File: src/rtl/ecc_rdpath_pkg.sv
package ecc_rdpath_pkg;

    localparam int DATA_W = 64;
    localparam int CHK_W  = 8;
    localparam int BYTE_W = 8;
    localparam int NBYTES = DATA_W / BYTE_W;

    typedef logic [CHK_W-1:0]  chk_t;
    typedef logic [DATA_W-1:0] word_t;

    // Odd-weight column for data bit idx: weight-3 values first, then
    // weight-5 (then weight-7), each group in ascending numeric order.
    function automatic chk_t data_column(input int idx);
        chk_t res;
        chk_t cand;
        int   seen;
        res  = '0;
        seen = 0;
        for (int w = 3; w < CHK_W; w += 2) begin
            for (int v = 0; v < (1 << CHK_W); v++) begin
                cand = chk_t'(v);
                if ($countones(cand) == w) begin
                    if (seen == idx) res = cand;
                    seen++;
                end
            end
        end
        return res;
    endfunction

    typedef struct packed {
        word_t mem_data;
        chk_t  mem_chk;
        word_t out_data;
        logic  out_mul;
    } state_t;

endpackage

File: src/rtl/ecc_rdpath_chkgen.sv
module ecc_rdpath_chkgen
    import ecc_rdpath_pkg::*;
(
    input  word_t data_i,
    output chk_t  chk_o
);

    chk_t term [DATA_W];

    for (genvar i = 0; i < DATA_W; i++) begin : g_col
        localparam chk_t COL = data_column(i);
        assign term[i] = data_i[i] ? COL : '0;
    end

    always_comb begin
        chk_o = '0;
        for (int i = 0; i < DATA_W; i++) begin
            chk_o = chk_o ^ term[i];
        end
    end

endmodule

File: src/rtl/ecc_rdpath_corrector.sv
module ecc_rdpath_corrector
    import ecc_rdpath_pkg::*;
(
    input  word_t data_i,
    input  chk_t  syn_i,
    output word_t data_o,
    output logic  sgl_o,
    output logic  mul_o
);

    logic [DATA_W-1:0] dhit;
    logic [CHK_W-1:0]  chit;

    for (genvar i = 0; i < DATA_W; i++) begin : g_dmatch
        localparam chk_t COL = data_column(i);
        assign dhit[i] = (syn_i == COL);
    end

    for (genvar k = 0; k < CHK_W; k++) begin : g_cmatch
        assign chit[k] = (syn_i == chk_t'(1 << k));
    end

    assign data_o = data_i ^ dhit;
    assign sgl_o  = |{dhit, chit};
    assign mul_o  = (syn_i != '0) && !sgl_o;

endmodule

File: src/rtl/ecc_rdpath_merge.sv
module ecc_rdpath_merge
    import ecc_rdpath_pkg::*;
(
    input  word_t             corr_i,
    input  word_t             wbuf_i,
    input  logic [NBYTES-1:0] byte_en_i,
    input  logic [NBYTES-1:0] wbuf_be_i,
    input  logic              wb_sel_i,
    output word_t             wb_o
);

    logic [NBYTES-1:0] sel;

    assign sel = wb_sel_i ? wbuf_be_i : byte_en_i;

    for (genvar b = 0; b < NBYTES; b++) begin : g_byte
        assign wb_o[b*BYTE_W +: BYTE_W] = sel[b] ? corr_i[b*BYTE_W +: BYTE_W]
                                                 : wbuf_i[b*BYTE_W +: BYTE_W];
    end

endmodule

File: src/rtl/ecc_rdpath.sv
module ecc_rdpath
    import ecc_rdpath_pkg::*;
(
    input  logic              clk,
    input  logic              rst_n,
    input  logic [DATA_W-1:0] mem_data_i,
    input  logic [CHK_W-1:0]  mem_chk_i,
    input  logic              in_le_i,
    input  logic              out_le_i,
    input  logic              rd_path_sel_i,
    input  logic              out_oe_n_i,
    input  logic              wb_sel_i,
    input  logic [NBYTES-1:0] byte_en_i,
    input  logic [DATA_W-1:0] wbuf_data_i,
    input  logic [NBYTES-1:0] wbuf_be_i,
    output logic              sgl_err_o,
    output logic              mul_err_o,
    output logic [DATA_W-1:0] sys_data_o,
    output logic              sys_valid_o,
    output logic [DATA_W-1:0] mem_wb_o
);

    state_t st_d, st_q;
    chk_t   gen_w;
    chk_t   syn_w;
    word_t  corr_w;
    logic   sgl_w;
    logic   mul_w;

    ecc_rdpath_chkgen i_chkgen (
        .data_i (st_q.mem_data),
        .chk_o  (gen_w)
    );

    assign syn_w = gen_w ^ st_q.mem_chk;

    ecc_rdpath_corrector i_corr (
        .data_i (st_q.mem_data),
        .syn_i  (syn_w),
        .data_o (corr_w),
        .sgl_o  (sgl_w),
        .mul_o  (mul_w)
    );

    ecc_rdpath_merge i_merge (
        .corr_i    (corr_w),
        .wbuf_i    (wbuf_data_i),
        .byte_en_i (byte_en_i),
        .wbuf_be_i (wbuf_be_i),
        .wb_sel_i  (wb_sel_i),
        .wb_o      (mem_wb_o)
    );

    always_comb begin
        st_d = st_q;
        if (in_le_i) begin
            st_d.mem_data = mem_data_i;
            st_d.mem_chk  = mem_chk_i;
        end
        if (out_le_i && !rd_path_sel_i) begin
            st_d.out_data = corr_w;
            st_d.out_mul  = mul_w;
        end
    end

    always_ff @(posedge clk or negedge rst_n) begin
        if (!rst_n) st_q <= '0;
        else        st_q <= st_d;
    end

    assign sgl_err_o   = sgl_w;
    assign mul_err_o   = mul_w;
    assign sys_data_o  = out_oe_n_i ? '0 : st_q.out_data;
    assign sys_valid_o = !out_oe_n_i && !st_q.out_mul;

endmodule

File: config.mk
export PLATFORM = sky130hd
export DESIGN_NAME = ecc_rdpath
export DESIGN_NICKNAME = d
export VERILOG_FILES = /design/src/rtl/ecc_rdpath_pkg.sv /design/src/rtl/ecc_rdpath_chkgen.sv /design/src/rtl/ecc_rdpath_corrector.sv /design/src/rtl/ecc_rdpath_merge.sv /design/src/rtl/ecc_rdpath.sv
export SDC_FILE = /design/constraint.sdc
export NUM_CORES = 1
export LEC_CHECK = 0
export BUFFER_PORTS_ARGS = -buffer_cell sky130_fd_sc_hd__buf_4
export CORE_AREA = 2 2 139 141
export DETAILED_ROUTE_END_ITERATION = 8
export DIE_AREA = 0 0 141 143
export MAX_ROUTING_LAYER = met4
export PLACE_DENSITY = 0.83
export SYNTH_ARGS = -nofsm -noshare
export SYNTH_HDL_FRONTEND = slang
export SYNTH_HIERARCHICAL = 1
export SYNTH_SLANG_ARGS = --single-unit
File: constraint.sdc
create_clock -name clk -period 9.52 [get_ports clk]
set_input_delay 1.428 -clock clk [delete_from_list [all_inputs] [get_ports clk]]
set_output_delay 1.428 -clock clk [all_outputs]
set_load 0.05 [all_outputs]
==> metrics.md, run 1 <==
| Metric | Value |
|---|---|
| Async set-reset flop share out of synthesis | 100% |
| First-pass GRT wire length | 44.9 mm |
| Register area | 0.00343 mm2 |
| Max reg flops | 137 |
| Setup bufs post-CTS | 0 |
| RePlAce Congestion | 0.988 |
| Fin cells | 1,347 |
| Final Max Tran Viols | 0 |
| Seq/Total Area, Yosys | 34.0% |
| Iter 0 DRT Violations | 615 |
| Top-count cell post-synth | mux2_2 |
| CTS tree | yes |
| Clock Pin Slew Worst Setup and Hold Paths | 0.06 ns |
| Relative slew slack | 24.9% |
| CP Launch Type | flop |
| Vias in the first global route | 7,480 |
| Clk root buf | clkbuf_16 |
| Clock skew | 0.0104 ns |
| Arr. time, crit path | 4.92 ns |
| Number of flops mapped to enable cells by yosys | 0 |
| # rows | 50 |
| Initial antenna violation count | 0 |
| Placed instance count | 1,315 |
| Area leader, netlist | dfrtp_1 |
| Detailed Route WL | 29.8 mm |
| Max FO, Critical Path | 31 |
| Diode count | 0 |
| Worst Hold Class | flop to flop |
| Yosys top cell area share | 34.0% |
| # fillers | 1,397 |
| Status | finished clean |
| Top flop regs | st_q x137 |
| Setup_tns | 0 ns |
| Kind of end point of the critical path | output pin |
| CTS Buffer Depth | 2 |
| Num CTS Buffers | 17 |
| WL per Instance | 22.1 um |
| Dpl hpwl | 22.5 mm |
| GRT Util Overall | 30.6% |
| Largest net degree at the start of global routing | 76 |
| Synth warnings | 6 |
| Clock latency on the worst-skew pair | 0.43 ns |
| Post-Syn Nets | 984 |
| Routed via count | 7,472 |
| Mean post-synth cell area | 12.2 um2 |
| Overflow after GRT | 0 |
| Die area | 0.0202 mm2 |
| Top reg by flops | st_q |
| Count of input and output buffers | 289 |
| Sink Count | 137 |
| Minimum clock period | 6.35 ns |
| Required time of the critical path | 8.09 ns |
| Synthesized area | 0.0101 mm2 |
| Final period util | 66.7% |
| Area of the core | 0.0186 mm2 |
| Multi-input logic area | 0.00626 mm2 |
| Dominant cells by area after synthesis | dfrtp_1 34%, mux2_2 16%, xnor2_1 10% |
| Post-synth top cells | 145 x mux2_2, 137 x dfrtp_1, 118 x xnor2_1 |
| CTS resizes | 0 |
| Cell count after synthesis | 825 |
| Setup-failing EPs final | 0 |
| Die width | 141 um |
| Hold buffers post-CTS | 0 |
| First-pass DRT Iterations | 5 |
| Fin nets | 1,259 |
| Syn-to-layout area delta | 27.6% |
| RSZ-0062 raised after global routing | no |
| Antenna Nets Post-Route | 0 |
| Kind of critical path | flop to output pin |
| Max cap viols | 0 |
| Seq cells post-synth | 137 |
| DR vias/cell | 5.55 |
| H-tree depth | 4 |
| Worst reg2reg path depth | 12 |
| IO Count | 290 |
| Initial core utilization | 54.2% |
| # DRC | 0 |
| Main synth FF type | dfrtp_1 |
| Layout cells sized above 1 | 50.4% |
| Library cells used by synthesis | 61 |
| Hold Path Depth | 1 |
| Maximum clock rate | 157 MHz |
| Chip Height | 143 um |
| Worst slew pin tran | 1.12 ns |
| Final Hold Viols | 0 |
==> worst max-delay path, stage by stage, from the launching register on <==
cell,delay [ns]
dfrtp_1,0.56
xnor3_1,0.43
xnor3_2,0.30
xnor3_1,0.38
xnor2_1,0.38
xor2_2,0.16
buf_4,0.32
nor4bb_1,0.87
nand2_1,0.24
xnor2_1,0.42
mux2_2,0.24
buf_4,0.19
==> stage by stage <==
step           utilization, %  worst slack, ns  instance area (um2)  hold WS, ns
5_1_grt                  69.2             2.99                12900        0.504
6_report                 69.2             3.17                12900        0.498
4_1_cts                  69.2             3.22                12900        0.501
2_1_floorplan               -             3.69                10100        0.473
3_3_place_gp             65.9             3.71                12300        0.480
3_5_place_dp             65.9             3.69                12300        0.484
==> placed cells by master (no fill, tap or decap), types with 9 or more instances in the layout <==
cell type,n
mux2_2,145
dfrtp_1,137
mux2_4,50
xnor2_1,118
nor3_1,9
nand2_1,58
clkbuf_16,17
nor2_1,23
buf_4,301
nor2b_1,68
xor2_1,32
xnor3_1,26
==> final timing paths <==
kind	endpoint	slack (ns)	startpoint
max in group asynchronous	st_q[91]	7.20	rst_n
setup / recovery	mem_wb_o[35]	3.17	st_q[135]
hold reg to reg	st_q[8]	0.50	st_q[8]
setup reg to reg	st_q[0]	4.94	st_q[135]
hold / removal	st_q[8]	0.50	st_q[8]
min in group asynchronous	st_q[50]	1.01	rst_n
==> cell type report <==
cell class,instances,share of cell area [%]
multi-input combinational,641,48.7
sequential,137,26.7
timing repair buffer,302,17.7
clock buffer,21,3.66
tap,234,2.28
clock inverter,11,1.06
inverter,1,0.0292
==> logic make-up (layout without fill, tap and decap cells) <==
group	count (synthesis)	in the layout	synth area share, %
AND/OR/NAND/NOR	212	212	12.5
multiplexers	211	211	26.3
XOR/XNOR	188	188	20.6
flip-flops	137	137	34.0
buffers and inverters	47	335	4.36
AO/OA/AOI/OAI	30	30	2.23
==> layer usage <==
metal  vias to the layer above  part of all wire [%]  GRT usage, %
met5                         -                     0             -
met3                        54                   6.4          6.10
li1                       3414                     -             -
met2                       300                    50          50.2
met1                      3704                    42          39.5
met4                         0                   2.1          7.42
Power of run 1 is not shown: default switching activity piles up to over one toggle a cycle in this logic, so the estimate is an artifact.
==> run 2, diff against run 1 <==
ABC_AREA = 1   (was unset)
CORE_AREA = 2 2 147 149   (was 2 2 139 141)
DIE_AREA = 0 0 149 151   (was 0 0 141 143)
PLACE_DENSITY = 0.81   (was 0.83)
clock period = 6.5 ns   (was 9.52 ns; I/O delays follow)
==> metrics.md, run 2 <==
| Metric | Value |
|---|---|
| Status | finished clean |
| Dominant cells by area after synthesis | dfrtp_1 30%, nand2_1 22%, nand3_1 10% |
| IO Count | 290 |
| Max cap viols | 0 |
| Detailed Route WL | 40.0 mm |
| R2r endpoint | st_q[0] |
| Largest family of logic cells by synthesized area | simple AND/OR/NAND/NOR gates |
| PD cells | 328 mW/mm2 |
| Clock Pin Slew Worst Setup and Hold Paths | 0.07 ns |
| Synthesized-area fraction occupied by ao, oa, aoi and oai cells | 3.27% |
| Kind of end point of the critical path | output pin |
| Worst Min Path Start | st_q[50] |
| Worst hold slack | 0.470 ns |
| Register area | 0.00343 mm2 |
| Dpl cell area | 0.0135 mm2 |
| Maximum clock rate | 182 MHz |
| Top-count cell post-synth | nand2_1 |
| First-pass DRT Iterations | 5 |
| Clock skew | 0.00976 ns |
| Post-Synth Adder-Cell Area | 0% |
| Fin nets | 2,205 |
| DR vias/cell | 5.20 |
| Worst hold endpoint | st_q[50] |
| Overflow after GRT | 0 |
| Hold Path Depth | 2 |
| Seq/Total Area, Yosys | 30.2% |
| Post-synthesis mux area share | 0% |
| CTS resizes | 0 |
| Kind of critical path | flop to output pin |
| Top flop regs | st_q x137 |
| Yosys top cell area share | 30.2% |
| Final period util | 84.4% |
| Antenna Nets Post-Route | 0 |
| Setup-failing EPs final | 0 |
| # fillers | 1,902 |
| Library cells used by synthesis | 33 |
| Async set-reset flop share out of synthesis | 100% |
| CTS Buffer Depth | 2 |
| Initial antenna violation count | 0 |
| Count of input and output buffers | 289 |
| Num CTS Buffers | 17 |
| Main synth FF type | dfrtp_1 |
| Final Hold Viols | 0 |
| Final Max Tran Viols | 0 |
| RSZ-0062 raised after global routing | no |
| Post-route design area | 0.0141 mm2 |
| Largest net degree at the start of global routing | 145 |
| Worst Hold Class | flop to flop |
| Hold buffers post-CTS | 0 |
| Mean post-synth cell area | 6.32 um2 |
| Diode count | 0 |
| Synthesized area | 0.0113 mm2 |
| Sink Count | 137 |
| CP Launch Type | flop |
| Post-synth top cells | 663 x nand2_1, 260 x inv_1, 232 x nand3_1 |
| Number of flops mapped to enable cells by yosys | 0 |
| Iter 0 DRT Violations | 1,007 |
| Relative slew slack | 17.6% |
| Required time of the critical path | 5.52 ns |
| Seq cells post-synth | 137 |
| Worst reg2reg path startpoint | st_q[111] |
| Most common cell after layout, fill and taps aside | nand2_1 |
| Dpl hpwl | 31.6 mm |
| Die width | 149 um |
| Arr. time, crit path | 4.51 ns |
| WL per Instance | 17.1 um |
| Layout cells sized above 1 | 18.0% |
| Post-layout util | 67.7% |
| Leak Pwr | 8.20 nW |
| Routed via count | 12,145 |
| RePlAce Congestion | 1.03 |
| Initial core utilization | 54.5% |
| # rows | 53 |
| # DRC | 0 |
| Area leader, netlist | dfrtp_1 |
| Cell count after synthesis | 1,794 |
| Worst reg2reg path depth | 22 |
| GRT Util Overall | 36.8% |
| Minimum clock period | 5.48 ns |
| Syn-to-layout area delta | 24.3% |
| Max FO, Critical Path | 7 |
| Chip Height | 151 um |
| H-tree depth | 4 |
| Worst slew pin tran | 1.23 ns |
| Setup bufs post-CTS | 0 |
| Die area | 0.0225 mm2 |
| FF-to-FF setup slack | 2.55 ns |
| Post-Syn Nets | 1,953 |
| Top reg by flops | st_q |
| Setup_tns | 0 ns |
| Crit path from | st_q[104] |
| Max reg flops | 137 |
| Area of the core | 0.0208 mm2 |
| Clk root buf | clkbuf_16 |
| Synth warnings | 6 |
| Commonest non-fill, non-tap cells in the layout | 662 x nand2_1, 290 x buf_4, 260 x inv_1 |
| Vias in the first global route | 11,432 |
| CTS tree | yes |
| Max IR drop VDD | 0.000372 V |
| First-pass GRT wire length | 61.3 mm |
| Simple-gate portion of the synthesized area | 40.9% |
| Multi-input logic area | 0.00652 mm2 |
| Clock latency on the worst-skew pair | 0.43 ns |
| Post-synthesis xor/xnor area fraction | 13.4% |
run 2: cell count changes after synthesis, sizes merged, moves of 8 or more:
cell | before | now
buf | 38 | 49
inv | 1 | 265
mux2 | 201 | 0
mux2i | 10 | 0
nand2 | 59 | 691
nand3 | 7 | 232
nand3b | 1 | 10
nor2 | 23 | 146
nor2b | 69 | 0
nor3 | 9 | 1
nor4b | 9 | 0
o21ai | 6 | 74
xnor3 | 27 | 0
xor2 | 38 | 54
run 2: how the worst max path moves through the flow:
stage                        end  slack [ns]
global placement    mem_wb_o[17]        1.72
floorplan              mul_err_o        1.97
global route        mem_wb_o[17]        0.80
detailed placement  mem_wb_o[17]        1.70
CTS                 mem_wb_o[17]        1.22
finish              mem_wb_o[17]        1.02
run 2: area by class of cell:
class	instances	share of cell area [%]
Timing Repair Buffer	291	15.5
Multi-Input combinational cell	1334	46.3
Inverter	265	7.09
Clock buffer	19	3.21
Clock inverter	13	1.12
Sequential cell	137	24.3
Tap cell	275	2.44
run 2: logic make-up (layout without fill, tap and decap cells):
group | Yosys count | count (layout)
compound gates | 74 | 74
xor+xnor | 169 | 169
buf+inv | 323 | 588
flops | 137 | 137
simple gates | 1091 | 1091
run 2: per-layer routing:
| metal | track usage, % | vias up | routed length (um) |
|---|---|---|---|
| met1 | 46.3 | 5597 | 16700 |
| met4 | 14.8 | 0 | 1540 |
| met2 | 59.6 | 501 | 18700 |
| met5 | - | - | 0 |
| li1 | - | 5945 | - |
| met3 | 5.93 | 102 | 3030 |
run 2: through the flow:
step                setup slack (ns)  instances  total power (W)
floorplan                       1.97       1794          0.00285
global placement                1.72       2302          0.00356
detailed placement              1.70       2302          0.00358
CTS                             1.22       2334          0.00461
global route                   0.801       2334          0.00489
finish                          1.02       2334          0.00462
run 2: worst max-delay path, stage by stage (launching register included):
cell and delay [ns]:
dfrtp_1 0.70, inv_1 0.12, nand2_1 0.08, nand2_1 0.06, nand2_1 0.06, nand2_1 0.06, inv_1 0.05, nand2_1 0.06
nand2_1 0.09, nand2_1 0.07, inv_1 0.07, nor2_2 0.04, nand2_1 0.05, nand3_1 0.06, nand2_1 0.10, xor2_1 0.28
nand2_1 0.19, nor2_1 0.53, nand2_1 0.32, xnor2_1 0.60, nand3_1 0.18, nand2_1 0.09, buf_4 0.19
run 2: power by group:
part | internal [W] | switching (W) | total (W)
combinational | 0.000752 | 0.00172 | 0.00247
clock | 0.000597 | 0.000420 | 0.00102
sequential | 0.000965 | 0.000164 | 0.00113
total | 0.00231 | 0.00231 | 0.00462
Power figures use the tool's default switching activity.
==> run 3, diff against run 2 <==
ABC_AREA = 0   (was 1)
CORE_AREA = 2 2 140 142   (was 2 2 147 149)
DIE_AREA = 0 0 142 144   (was 0 0 149 151)
PLACE_DENSITY = 0.82   (was 0.81)
clock period = 5.5 ns   (was 6.5 ns; I/O delays follow)
==> metrics.md, run 3 (synthesized netlist as in run 1, its figures left out) <==
| Metric | Value |
|---|---|
| Layout cells sized above 1 | 51.5% |
| Most common cell after layout, fill and taps aside | buf_4 |
| RePlAce Congestion | 1.00 |
| WL per Instance | 21.3 um |
| Num CTS Buffers | 17 |
| Max reg flops | 137 |
| CP Launch Type | flop |
| Count of input and output buffers | 289 |
| Chip Height | 144 um |
| Maximum clock rate | 188 MHz |
| Initial antenna violation count | 0 |
| Final Hold Viols | 0 |
| Worst reg2reg path depth | 12 |
| Syn-to-layout area delta | 29.5% |
| Top flop regs | st_q x137 |
| IO Count | 290 |
| Iter 0 DRT Violations | 501 |
| # rows | 51 |
| Commonest non-fill, non-tap cells in the layout | 332 x buf_4, 145 x mux2_2, 136 x dfrtp_1 |
| Minimum clock period | 5.32 ns |
| Die area | 0.0204 mm2 |
| Diode count | 0 |
| Required time of the critical path | 4.68 ns |
| Worst Hold Class | flop to flop |
| First-pass GRT wire length | 44.2 mm |
| Post-layout util | 68.4% |
| Status | finished clean |
| H-tree depth | 4 |
| FF-to-FF setup slack | 1.24 ns |
| Sink Count | 137 |
| Initial core utilization | 52.8% |
| Crit-path max cell delay | 0.77 ns |
| Routed via count | 7,483 |
| Area of the core | 0.0191 mm2 |
| Arr. time, crit path | 4.49 ns |
| Kind of critical path | flop to output pin |
| Clk root buf | clkbuf_16 |
| First-pass DRT Iterations | 5 |
| Max FO, Critical Path | 12 |
| Overflow after GRT | 0 |
| DR vias/cell | 5.42 |
| Clock latency on the worst-skew pair | 0.42 ns |
| Fin nets | 1,290 |
| Final period util | 96.7% |
| Antenna Nets Post-Route | 0 |
| # fillers | 1,443 |
| CTS tree | yes |
| Relative slew slack | 32.5% |
| Setup-failing EPs final | 0 |
| Hold Path Depth | 1 |
| CP Cell Sequence | xnor2_1, xnor3_1, xor2_2, xnor3_1, xor2_4, nor4b_2, nand2_1, o2111a_1, nand4_1, nor4_1, buf_4, buf_4 |
| Top reg by flops | st_q |
| Die width | 142 um |
| RSZ-0062 raised after global routing | yes |
| Hold buffers post-CTS | 0 |
| Crit-path leading delay family | XOR/XNOR gates |
| WP buf/inv | 2 |
| Final WS setup | 0.184 ns |
| Vias in the first global route | 7,359 |
| Dpl hpwl | 22.9 mm |
| Dpl cell area | 0.0124 mm2 |
| Final Max Tran Viols | 0 |
| Kind of end point of the critical path | output pin |
| Post-route design area | 0.0131 mm2 |
| Clock Pin Slew Worst Setup and Hold Paths | 0.06 ns |
| Largest net degree at the start of global routing | 104 |
| Clock skew | 0.00887 ns |
| CTS Buffer Depth | 2 |
| Post-place setup slack | 0.562 ns |
| Worst slew pin tran | 1.01 ns |
| GRT Util Overall | 29.9% |
| Levels on crit path | 12 |
| # DRC | 0 |
| Slowest CP cell | nor4b_2 |
| Detailed Route WL | 29.4 mm |
| Max cap viols | 0 |
## run 3: cell count changes in the layout (fill, tap and decap cells not counted), moves of 42 or more
| cell | before | now |
|---|---|---|
| buf_4 | 290 | 332 |
| inv_1 | 260 | 1 |
| mux2_2 | 0 | 145 |
| mux2_4 | 0 | 50 |
| nand2_1 | 662 | 58 |
| nand3_1 | 232 | 7 |
| nor2_1 | 138 | 23 |
| nor2b_1 | 0 | 68 |
| o21ai_0 | 56 | 4 |
## run 3: what timing repair did
item                                    CTS  global route
endpoints found under the setup margin    0             6
gates resized for setup                   0             3
setup buffers                             0             7
## run 3: final timing paths
| kind | startpoint | to |
|---|---|---|
| max | st_q[133] | mul_err_o |
| min | st_q[13] | st_q[13] |
| max reg2reg | st_q[133] | st_q[0] |
| min reg2reg | st_q[13] | st_q[13] |
| max in group asynchronous | rst_n | st_q[130] |
| min in group asynchronous | rst_n | st_q[62] |
## run 3: worst reg2reg max path, cell delays in order, from the launching register on
cell	delay (ns)
dfrtp_1	0.44
xnor2_1	0.32
xnor3_1	0.50
xor2_2	0.18
xnor3_1	0.50
xor2_4	0.36
nor4b_2	0.77
nand2_1	0.23
o2111a_1	0.24
nand4_1	0.14
nor4_1	0.08
buf_4	0.14
mux2_2	0.25
## run 3: layer usage
layer	wire, um	GRT usage, %
met3	1670	4.67
met1	12400	39.2
met5	0	-
met2	14700	48.7
met4	635	8.32
## run 3: stage by stage
step                      TNS [ns]  std cells  hold WS [ns]
final                            0       1381         0.495
after global routing       -0.0267       1381         0.511
after CTS                        0       1374         0.500
after detailed placement         0       1343         0.486
after global placement           0       1343         0.481
after floorplan                  0        825         0.473
## run 3: layout make-up
cell class                      instances  area [um2]  share of cell area, %
Timing Repair Buffer                  333        2500                   19.2
Clock inverter                          7        68.8                  0.527
Tap cell                              238         298                   2.28
Inverter                                1        3.75                 0.0288
Multi-Input combinational cell        641        6270                   48.0
Clock buffer                           24         482                   3.69
Sequential cell                       137        3430                   26.3
Power of run 3 is left out for the same reason.
